--- config.mk ---
export PLATFORM = sky130hd
export DESIGN_NAME = bank_window_mapper
export DESIGN_NICKNAME = d
export VERILOG_FILES = /design/src/rtl/bank_window_mapper.sv
export SDC_FILE = /design/constraint.sdc
export NUM_CORES = 1
export LEC_CHECK = 0
export BUFFER_PORTS_ARGS = -buffer_cell sky130_fd_sc_hd__buf_2
export CORE_MARGIN = 2
export CORE_UTILIZATION = 55
export CTS_CLUSTER_SIZE = 30
export DETAILED_ROUTE_END_ITERATION = 6
export PLACE_DENSITY = 0.8
export SETUP_SLACK_MARGIN = 0.15
export SLEW_MARGIN = 25
export SYNTH_ARGS = -nofsm -noshare
export SYNTH_HDL_FRONTEND = slang
export SYNTH_SLANG_ARGS = --single-unit
--- constraint.sdc ---
create_clock -name clk -period 2.6 [get_ports clk]
set_clock_uncertainty 0.15 [all_clocks]
set_input_delay 0 -clock clk [delete_from_list [all_inputs] [get_ports clk]]
set_output_delay 0 -clock clk [all_outputs]
set_load 0.05 [all_outputs]
--- src/rtl/bank_window_mapper.sv ---
module bank_window_mapper #(
  parameter int CPU_AW         = 16,
  parameter int WIN_BITS       = 3,
  parameter int BANK_W         = 8,
  parameter int TOP_RESET_BANK = 0
) (
  input  logic                              clk,
  input  logic                              rst_n,
  input  logic [CPU_AW-1:0]                 cpu_addr,
  output logic [CPU_AW-WIN_BITS+BANK_W-1:0] phys_addr,
  input  logic                              map_we,
  input  logic [WIN_BITS-1:0]               map_sel,
  input  logic [BANK_W-1:0]                 map_data,
  input  logic [WIN_BITS-1:0]               rd_sel,
  output logic [BANK_W-1:0]                 rd_data
);
  localparam int OFS_W = CPU_AW - WIN_BITS;
  localparam int NWIN  = 1 << WIN_BITS;

  logic [BANK_W-1:0]   bank_q [NWIN];
  logic [WIN_BITS-1:0] win;

  assign win       = cpu_addr[CPU_AW-1:OFS_W];
  assign phys_addr = {bank_q[win], cpu_addr[OFS_W-1:0]};
  assign rd_data   = bank_q[rd_sel];

  always_ff @(posedge clk or negedge rst_n) begin
    if (!rst_n) begin
      for (int i = 0; i < NWIN; i++)
        bank_q[i] <= (i == NWIN-1) ? BANK_W'(TOP_RESET_BANK) : '0;
    end else if (map_we) begin
      bank_q[map_sel] <= map_data;
    end
  end

  // Translation and readback agree whenever they select the same window.
  assert_xlate_matches_readback_R2: assert property (@(posedge clk) disable iff (!rst_n)
    (rd_sel == win) |-> (phys_addr[OFS_W+BANK_W-1:OFS_W] == rd_data));

  // A written value is visible to translation on the next cycle.
  assert_write_lands_R3: assert property (@(posedge clk) disable iff (!rst_n)
    map_we |=> ((win != $past(map_sel)) || (phys_addr[OFS_W+BANK_W-1:OFS_W] == $past(map_data))));

  // No early bypass: the write cycle still shows the previous mapping.
  assert_no_same_cycle_effect_R4: assert property (@(posedge clk) disable iff (!rst_n)
    (map_we && !$past(map_we) && $stable(cpu_addr)) |-> $stable(phys_addr));

  // Without a write enable, the readback of a held window cannot move.
  assert_idle_keeps_banks_R7: assert property (@(posedge clk) disable iff (!rst_n)
    (!map_we && $stable(rd_sel)) |=> $stable(rd_data));

  // The offset bits reach the output whatever the bank holds.
  assert_offset_passes_R1: assert property (@(posedge clk) disable iff (!rst_n)
    $stable(cpu_addr[OFS_W-1:0]) |-> $stable(phys_addr[OFS_W-1:0]));
endmodule

==> results.ini <==
[pwr]
finalPower_w = 0.00331
p_per_area_mw_per_mm2 = 791
irDropWorstVdd_uv = 712
power.leakage_nw = 1.84

[synth]
synth_seq_cells = 64
syn_nets = 247
syn_area_mm2 = 0.00364
synth_top_area_share_pct = 44.0
yosysTopAreaCell = dfrtp_1
synth_cell_types = 14
ys_warn_count = 0
syn-instance-count = 214
synth_seq_area_share_pct = 44.0
synth.area.top_cells = dfrtp_1, mux2_2, mux4_1
syn_area_per_cell_um2 = 17.0

[global_routing]
grt_pass1_wl_mm = 11.8
gr-usage-all-layers_pct = 22.3
grt_max_degree = 27
gr-total-overflow = 0
grt_antenna_before_repair = 0
grt_pass1_vias = 2198

[critical_path]
path_max_fanout = 3
crit_path_end = phys_addr[20]
cp_slowest_stage_delay_ps = 500
end_kind = primary output
r2r-start = bank_q[41]$_DFFE_PN0P_
timing.rr.end = bank_q[41]$_DFFE_PN0P_
r2r_slack_ps = 1660
path_cells = mux4_1, mux2_2, buf_2
cp-start-kind = flip-flop
reg2reg_depth = 1
worst-setup-path-type = flip-flop to primary output
cp.arrival_ps = 1740
cp_slowest_cell = mux4_1
crit_required_ps = 2450
setup.worst_path.start = bank_q[55]$_DFFE_PN0P_

[place]
pre_cts_ws_ps = 917
gp_congestion = 0.722
numPortBuffers = 35
dp_hpwl_mm = 4.80

[sta]
fmax_ghz = 0.530
hold_viol_final = 0
max_slew_margin_pct = 50.2
finalSetupViolCount = 0
tightest_slew_ps = 744
setup_tns_ps = 0
grt_setup_unrepaired = no
setup_ws_ps = 714
timing.final.crit_share_pct = 72.5
finalMaxSlewViolations = 0
fin_crit_ps = 1890

[cells_and_area]
final_common_cell = mux2_2
fin_nets = 290
final_cell_mix = mux2_2, dfrtp_1, buf_2
drive_gt1_share_pct = 54.2
largest_reg_flops = 64
regMostFlops = bank_q
area_growth_pct = 15.0
finalCoreUtilization_pct = 65.5
n_antenna_cell = 0
largestRegisters = bank_q: 64 flops
nFillCells = 461

[cts]
tritoncts = yes
numCtsBuffers = 9
cts_buffer_depth = 2
cts.clk_slew.worst_paths_ps = 70
cts.sinks = 64
cts-root-buf = clkbuf_8
htree_num_levels = 3
cts_resized = 0
post_cts_buffers = 0
clk_latency_ps = 340

[route]
wl_mm = 7.44
final_antenna_net_count = 0
drc = 0
drt-initial-drc-count = 114
vias_per_cell = 6.28
dr.pass1.iters = 4
vias = 2129
wl_per_cell_um = 21.9

[die]
rows = 29
initial_utilization_pct = 57.0
ios = 62
die_x_um = 85.3
core_mm2 = 0.00639
die_h_um = 85.3
die-area_mm2 = 0.00728

[job]
cap_violations = 0

[worst_hold_path]
hp-class = primary input to async pin

[outcome]
outcome = complete, no violations

[critical path: cells and delay by family, from the launching register on]
family	cells	cell delay, ps
buffers and inverters	1	210
flip-flops	1	400
multiplexers	2	790
[how the worst min path moves through the flow]
stage | from | to | slack, ps | depth (start not counted)
after floorplan | rst_n | bank_q[0]$_DFFE_PN0P_ | -450 | 0
after global placement | cpu_addr[0] | phys_addr[0] | -150 | 0
after detailed placement | cpu_addr[0] | phys_addr[0] | -150 | 0
after CTS | rst_n | bank_q[40]$_DFFE_PN0P_ | 60 | 2
after global routing | map_sel[2] | bank_q[42]$_DFFE_PN0P_ | 80 | 3
final | rst_n | bank_q[40]$_DFFE_PN0P_ | 50 | 2
[where the power goes]
group          internal, W  total [W]  switching (W)
clock             0.000547   0.000913       0.000366
sequential         0.00122    0.00137       0.000154
combinational     0.000495    0.00102       0.000530
total              0.00226    0.00331        0.00105
[per-stage QoR]
stage	hold WS, ps	area, um2	std cells
final	54.8	4180	339
after global routing	83.9	4180	339
after CTS	59.3	4180	339
after detailed placement	-149	3750	301
after global placement	-149	3750	301
after floorplan	-446	3640	214
[timing repair]
action	CTS	global route
hold buffers	22	0
hold endpoints to repair	101	0
setup endpoints to repair	0	0
[routing by layer]
layer / share of wire [%] / vias to the layer above / global-route usage, %
met3: 4.6 / 9 / 5.84
li1: - / 940 / -
met1: 46 / 1118 / 30.8
met5: 0 / - / 0
met4: 1.8 / 0 / 8.66
met2: 47 / 62 / 34.4
[cell usage after synthesis, drive strengths merged]
cell,n
nand4b,3
mux4,32
nor4bb,3
buf,27
nor4b,1
dfrtp,64
nand4,1
mux2,80
clkbuf,3
[layout make-up]
type	count	area, um2	share of cell area (%)
Clock buffer	14	183	4.37
Clock inverter	2	35.0	0.837
Multi-Input combinational cell	120	1840	43.9
Sequential cell	64	1600	38.3
Timing Repair Buffer	62	433	10.3
Tap cell	77	96.3	2.30
[kinds of logic (layout without fill, tap and decap cells)]
group	after synthesis	after routing	share of synthesized area, %
multiplexers	112	112	47.6
buffers and inverters	30	78	6.02
flip-flops	64	64	44.0
AND/OR/NAND/NOR	8	8	2.37
No activity file was read; power rests on OpenSTA's default activity.
